--- config.mk ---
export PLATFORM = sky130hd
export DESIGN_NAME = fpcr_ctrl
export DESIGN_NICKNAME = d
export VERILOG_FILES = /design/src/rtl/fpcr_pkg.sv /design/src/rtl/fpcr_store.sv /design/src/rtl/fpcr_decode.sv /design/src/rtl/fpcr_ctrl.sv
export SDC_FILE = /design/constraint.sdc
export NUM_CORES = 1
export LEC_CHECK = 0
export CORE_MARGIN = 10
export CORE_UTILIZATION = 38
export CTS_BUF_LIST = sky130_fd_sc_hd__clkbuf_8
export CTS_CLUSTER_SIZE = 16
export DETAILED_ROUTE_END_ITERATION = 12
export GPL_ROUTABILITY_DRIVEN = 1
export GPL_TIMING_DRIVEN = 0
export PLACE_DENSITY = 0.88
export SYNTH_ARGS = -nofsm -noshare
export SYNTH_HDL_FRONTEND = slang
export SYNTH_SLANG_ARGS = --single-unit
--- constraint.sdc ---
create_clock -name clk_i -period 1.55 [get_ports clk_i]
set_input_delay 0.31 -clock clk_i [delete_from_list [all_inputs] [get_ports clk_i]]
set_output_delay 0.31 -clock clk_i [all_outputs]
set_load 0.01 [all_outputs]
--- src/rtl/fpcr_pkg.sv ---
package fpcr_pkg;
  localparam int BUS_W  = 64;
  localparam int WORD_W = BUS_W / 2;
  localparam int N_EXC  = 5;

  // disable-bit positions, in exception-enable vector order
  localparam int DIS_POS [N_EXC] = '{17, 18, 19, 13, 30};
  localparam int RND_LO  = 26;
  localparam int UNF_ZERO = 28;
  localparam int UNF_DIS  = 13;
  localparam int DNZ_BIT  = 16;

  typedef enum logic [1:0] {
    RND_NEAREST = 2'b00,
    RND_DOWN    = 2'b01,
    RND_UP      = 2'b10,
    RND_ZERO    = 2'b11
  } rnd_e;

  typedef struct packed {
    logic [N_EXC-1:0] exc_en;
    rnd_e             rnd;
    logic             flush_res;
    logic             flush_in;
  } ctrl_t;
endpackage

--- src/rtl/fpcr_store.sv ---
module fpcr_store
  import fpcr_pkg::*;
(
  input  logic              clk_i,
  input  logic              rst_ni,
  input  logic              wr_en_i,
  input  logic [BUS_W-1:0]  wr_data_i,
  output logic [WORD_W-1:0] word_o
);
  always_ff @(posedge clk_i or negedge rst_ni) begin
    if (!rst_ni)      word_o <= '0;
    else if (wr_en_i) word_o <= wr_data_i[BUS_W-1:WORD_W];
  end

  p_wr_keep_r1: assert property (@(posedge clk_i) disable iff (!rst_ni)
    wr_en_i |=> word_o == $past(wr_data_i[BUS_W-1:WORD_W]));
  p_hold_r1: assert property (@(posedge clk_i) disable iff (!rst_ni)
    !wr_en_i |=> $stable(word_o));
endmodule

--- src/rtl/fpcr_decode.sv ---
module fpcr_decode
  import fpcr_pkg::*;
(
  input  logic [WORD_W-1:0] word_i,
  output ctrl_t             ctrl_o
);
  logic [N_EXC-1:0] en;

  for (genvar k = 0; k < N_EXC; k++) begin : g_en
    assign en[k] = ~word_i[DIS_POS[k]];
  end

  always_comb begin
    ctrl_o.exc_en    = en;
    unique case (word_i[RND_LO+:2])
      2'b00:   ctrl_o.rnd = RND_NEAREST;
      2'b01:   ctrl_o.rnd = RND_ZERO;
      2'b10:   ctrl_o.rnd = RND_DOWN;
      2'b11:   ctrl_o.rnd = RND_UP;
      default: ctrl_o.rnd = RND_NEAREST;
    endcase
    ctrl_o.flush_res = word_i[UNF_DIS] & word_i[UNF_ZERO];
    ctrl_o.flush_in  = word_i[DNZ_BIT];
  end
endmodule

--- src/rtl/fpcr_ctrl.sv ---
module fpcr_ctrl
  import fpcr_pkg::*;
(
  input  logic              clk_i,
  input  logic              rst_ni,
  input  logic              wr_en_i,
  input  logic [BUS_W-1:0]  wr_data_i,
  output logic [BUS_W-1:0]  rd_data_o,
  output logic [N_EXC-1:0]  exc_en_o,
  output logic [1:0]        rnd_mode_o,
  output logic              flush_res_o,
  output logic              flush_in_o
);
  logic [WORD_W-1:0] word;
  ctrl_t             ctrl_d, ctrl_q;

  fpcr_store u_store (
    .clk_i    (clk_i),
    .rst_ni   (rst_ni),
    .wr_en_i  (wr_en_i),
    .wr_data_i(wr_data_i),
    .word_o   (word)
  );

  fpcr_decode u_decode (
    .word_i(word),
    .ctrl_o(ctrl_d)
  );

  always_ff @(posedge clk_i or negedge rst_ni) begin
    if (!rst_ni) ctrl_q <= '{exc_en: '1, rnd: RND_NEAREST, flush_res: 1'b0, flush_in: 1'b0};
    else         ctrl_q <= ctrl_d;
  end

  assign rd_data_o   = {word, {WORD_W{1'b0}}};
  assign exc_en_o    = ctrl_q.exc_en;
  assign rnd_mode_o  = ctrl_q.rnd;
  assign flush_res_o = ctrl_q.flush_res;
  assign flush_in_o  = ctrl_q.flush_in;

  p_rd_low_r2: assert property (@(posedge clk_i) disable iff (!rst_ni)
    wr_en_i |=> rd_data_o == {$past(wr_data_i[BUS_W-1:WORD_W]), {WORD_W{1'b0}}});
  p_inv_dis_r3: assert property (@(posedge clk_i) disable iff (!rst_ni)
    word[DIS_POS[0]] |=> !exc_en_o[0]);
  p_unf_en_r3: assert property (@(posedge clk_i) disable iff (!rst_ni)
    !word[UNF_DIS] |=> exc_en_o[3]);
  p_rnd_zero_r4: assert property (@(posedge clk_i) disable iff (!rst_ni)
    (word[RND_LO+:2] == 2'b01) |=> rnd_mode_o == 2'b11);
  p_ftz_pair_r5: assert property (@(posedge clk_i) disable iff (!rst_ni)
    flush_res_o |-> $past(word[UNF_DIS] && word[UNF_ZERO]));
  p_dnz_r6: assert property (@(posedge clk_i) disable iff (!rst_ni)
    word[DNZ_BIT] |=> flush_in_o);
  p_lag_r7: assert property (@(posedge clk_i) disable iff (!rst_ni)
    !wr_en_i && $stable(word) |=> $stable(exc_en_o) && $stable(rnd_mode_o));
endmodule

# Yosys cells after proc, flatten, opt, wreduce, memory -nomap -nowiden
# Index checks and enable logic that the tools add are counted.
# totals
register_bits	41
romBits	0
in_bits	67
wordCells	16
latchBits	0
mem_bits_rw	0
mem_count	0
# classes
n_mux	1
n_lt_le_gt_ge	0
n_bitwise	6
reduce_logical	1
shift	0
div	0
n_addsub	0
eq_ne	3
mul	0
# ops
cell	count
2-bit case mux with 4 select lines	1
1-bit inverter	5
2-bit == test, second input constant	2
2-bit by 1-bit == test with 1-bit output, second input constant	1
2-bit logical NOT	1
1-bit AND	1

# Longest topological paths before layout
# logic_depth
word_depth	2
ltp_mapped	3
depth_no_buf	3

# Hierarchy
# From an unflattened synthesis, not the netlist that was laid out.
# unflattened
hier_cells	122
area_unflattened_um2	1891.8
# modules_own_cells
mod	cells_each	seq_area_each_um2	instances	area_each_um2
fpcr_store	68	800.8	1	1345.0
fpcr_ctrl	42	231.5	1	475.5
fpcr_decode	12	0.0	1	71.3

# Worst setup path after synthesis
# OpenSTA, ideal clock, no wires.
# synth_path
kind	flip-flop to flip-flop
from	register u_store.word_o[27]
to	register ctrl_q (netlist bit rnd_mode_o[1])
setup_slack_ns	0.532
period_less_slack_ns	1.018
n_path_buf	0
arrival_ns	0.890
path_stages_with_launch	4
cell_sequence	dfrtp_1 inv_1 ha_1 or2_2
# synth_rtl
element	line	rtl
from (decl)	fpcr_store.sv:8	output logic [WORD_W-1:0] word_o
from (signal assigned)	fpcr_store.sv:12	else if (wr_en_i) word_o <= wr_data_i[BUS_W-1:WORD_W];
to (signal assigned)	fpcr_ctrl.sv:31	if (!rst_ni) ctrl_q <= '{exc_en: '1, rnd: RND_NEAREST, flush_res: 1'b0, flush_in: 1'b0};
to (signal assigned)	fpcr_ctrl.sv:32	else ctrl_q <= ctrl_d;
to (decl)	fpcr_ctrl.sv:15	ctrl_t ctrl_d, ctrl_q;

# Worst setup path after layout
# layout_path
from	register u_store.word_o[5]
to	output port rd_data_o[37]
# layout_rtl
element	line	rtl
to (decl)	fpcr_ctrl.sv:8	output logic [BUS_W-1:0] rd_data_o,
# No word-level cell between the ends.

==> impl_metrics.sql <==
INSERT INTO impl_metrics (metric_group, metric, value, unit) VALUES
('routing', 'routed_via_density', '3.89', ''),
('floorplan', 'die-area', '8200', 'um2'),
('clock_network', 'cts.sinks', '41', ''),
('synth', 'netlist_top_cells_area', 'dfrtp_1 48%, mux2_4 24%, buf_4 13%', ''),
('sta', 'unrepaired_setup_endpoints_after_global_routing', 'false', ''),
('sta', 'maxSlewViolCount', '0', ''),
('synth', 'post-synth-top-count-cell', 'dfrtp_1', ''),
('sta', 'hold-worst-slack', '0.135', 'ns'),
('clock_network', 'cts_tree', 'done', ''),
('min_path', 'hold_class', 'in2async', ''),
('place', 'post-place-cells', '294', ''),
('pwr', 'report.power.total', '2.57', 'mW'),
('final_layout', 'fill_cells', '395', ''),
('sta', 'achievable-frequency', '663', 'MHz'),
('clock_network', 'cts_max_path_buffers', '2', ''),
('place', 'dpl-instance-area', '2830', 'um2'),
('place', 'routabilityCongestion', '0.688', ''),
('final_layout', 'antennaDiodeCount', '0', ''),
('final_layout', 'multi_input_gate_area', '631', 'um2'),
('floorplan', 'num_io_pins', '140', ''),
('critical_path', 'path_cells', 'clkdlybuf4s50_1', ''),
('critical_path', 'critical_path_arrival', '1.20', 'ns'),
('floorplan', 'die_height', '90.6', 'um'),
('synth', 'synth-simple-area-share', '0.661', '%'),
('routing', 'dr_total_vias', '1175', ''),
('status', 'outcome', 'finished clean', ''),
('routing', 'wire_per_inst', '14.2', 'um'),
('global_routing', 'globalRouteMet2Util', '17.4', '%'),
('place', 'detailedPlacementHpwl', '3.47', 'mm'),
('final_layout', 'final_core_utilization', '61.0', '%'),
('floorplan', 'die_w', '90.6', 'um'),
('global_routing', 'global_route.peak_usage_layer', 'met2', ''),
('synth', 'synthesis.instances', '122', ''),
('floorplan', 'placeableCoreArea', '4790', 'um2'),
('critical_path', 'worst_r2r_path_depth', '2', ''),
('synth', 'synth-compound-area-share', '0', '%'),
('synth', 'netlist_cell_types', '12', ''),
('critical_path', 'crit_required', '1.24', 'ns'),
('sta', 'clock_skew', '0.00262', 'ns'),
('synth', 'synthTopCellsByCount', '36 x dfrtp_1, 33 x buf_4, 30 x mux2_4', ''),
('critical_path', 'worst-path-stages', '1', ''),
('flow_run', 'maxCapViolations', '0', ''),
('clock_network', 'cts-root-buf', 'clkbuf_8', ''),
('global_routing', 'first_global_vias', '1333', ''),
('critical_path', 'crit_fanout', '2', ''),
('global_routing', 'initial_antenna_violation_count', '0', ''),
('place', 'dpl_worst_slack', '0.196', 'ns'),
('critical_path', 'worstSetupPathType', 'reg2out', ''),
('sta', 'slew-limit-headroom', '41.4', '%'),
('synth', 'synth_mux_area_share', '25.0', '%'),
('critical_path', 'nature_of_the_critical_path_endpoint', 'primary output', ''),
('global_routing', 'grt_max_degree', '42', ''),
('final_layout', 'register_area', '1030', 'um2'),
('routing', 'drcViolationCount', '0', ''),
('synth', 'synth-edff-count', '0', ''),
('synth', 'synth.yosys.seq_area_share', '54.6', '%'),
('final_layout', 'stdcell_count', '302', ''),
('critical_path', 'critPathLaunchType', 'flip-flop', ''),
('global_routing', 'grt_use_met1', '9.73', '%'),
('routing', 'drtIter0Drc', '46', ''),
('pwr', 'static-leakage-power', '1.54', 'nW'),
('final_layout', 'layout.nets', '303', ''),
('sta', 'timing_worst_slew_pin_value', '0.879', 'ns'),
('clock_network', 'cts_buffers', '5', ''),
('sta', 'final.min_clock_period', '1.51', 'ns'),
('sta', 'setup-tns-final', '0', 'ns'),
('synth', 'area_share_of_the_leading_cell_type_in_the_synthesized_netlist', '47.6', '%'),
('clock_network', 'clock_insertion_delay_worst_skew', '0.28', 'ns'),
('synth', 'ys.flop_type', 'dfrtp_1', ''),
('synth', 'async_flop_share', '100', '%'),
('floorplan', 'start_util', '39.5', '%');
report_power, final:
group / internal [mW] / total [mW] / switching [mW]
Combinational: 0.426 / 0.669 / 0.243
Sequential: 1.19 / 1.25 / 0.0596
Clock: 0.305 / 0.656 / 0.350
sequential cells by signal, indices dropped and copies added, names as in the netlist:
signal,count
exc_en_o,5
rnd_mode_o,2
flush_res_o,1
u_store.word_o,32
flush_in_o,1
worst paths after layout:
path,slack [ns],end,startpoint
max in group asynchronous,0.86,u_store.word_o[30],rst_ni
setup reg to reg,0.54,rnd_mode_o[1],u_store.word_o[26]
hold / removal,0.14,u_store.word_o[31],rst_ni
min in group clk_i,0.33,u_store.word_o[31],wr_en_i
hold reg to reg,0.41,exc_en_o[2],u_store.word_o[19]
setup / recovery,0.04,rd_data_o[37],u_store.word_o[5]
cells in the final DEF (no fill, tap or decap), drive strengths merged:
cell and count:
clkbuf 5, clkinv 2, conb 32, clkdlybuf4s50 52, and2 1, dlymetal6s2s 9, ha 2, dlygate4sd2 12
buf 38, mux2 32, or2 1, inv 8, dfstp 5, dfrtp 36
kinds of logic (layout without fill, tap and decap cells):
family / count (synthesis) / in the layout
multiplexers: 32 / 32
adder cells (fa/ha/maj): 2 / 2
flip-flops: 41 / 41
AND/OR/NAND/NOR: 2 / 2
other: 1 / 32
buffers and inverters: 44 / 126
layer usage:
| metal | vias up | part of all wire (%) |
|---|---|---|
| li1 | 551 | - |
| met4 | 0 | 0.49 |
| met3 | 4 | 16 |
| met2 | 69 | 47 |
| met5 | - | 0 |
| met1 | 551 | 37 |
area by class of cell:
cell class	instances	share of cell area (%)
sequential	41	35.4
timing repair buffer	74	25.5
multi-input combinational	68	21.6
buffer	37	10.9
tap	67	2.87
clock buffer	5	2.36
inverter	7	0.901
clock inverter	3	0.472
what timing repair did:
item,4_1_cts,5_1_grt
resized for setup,12,9
endpoints found under the setup margin,12,9
gates cloned,0,0
Note: power is estimated with default switching activity, not from simulation.
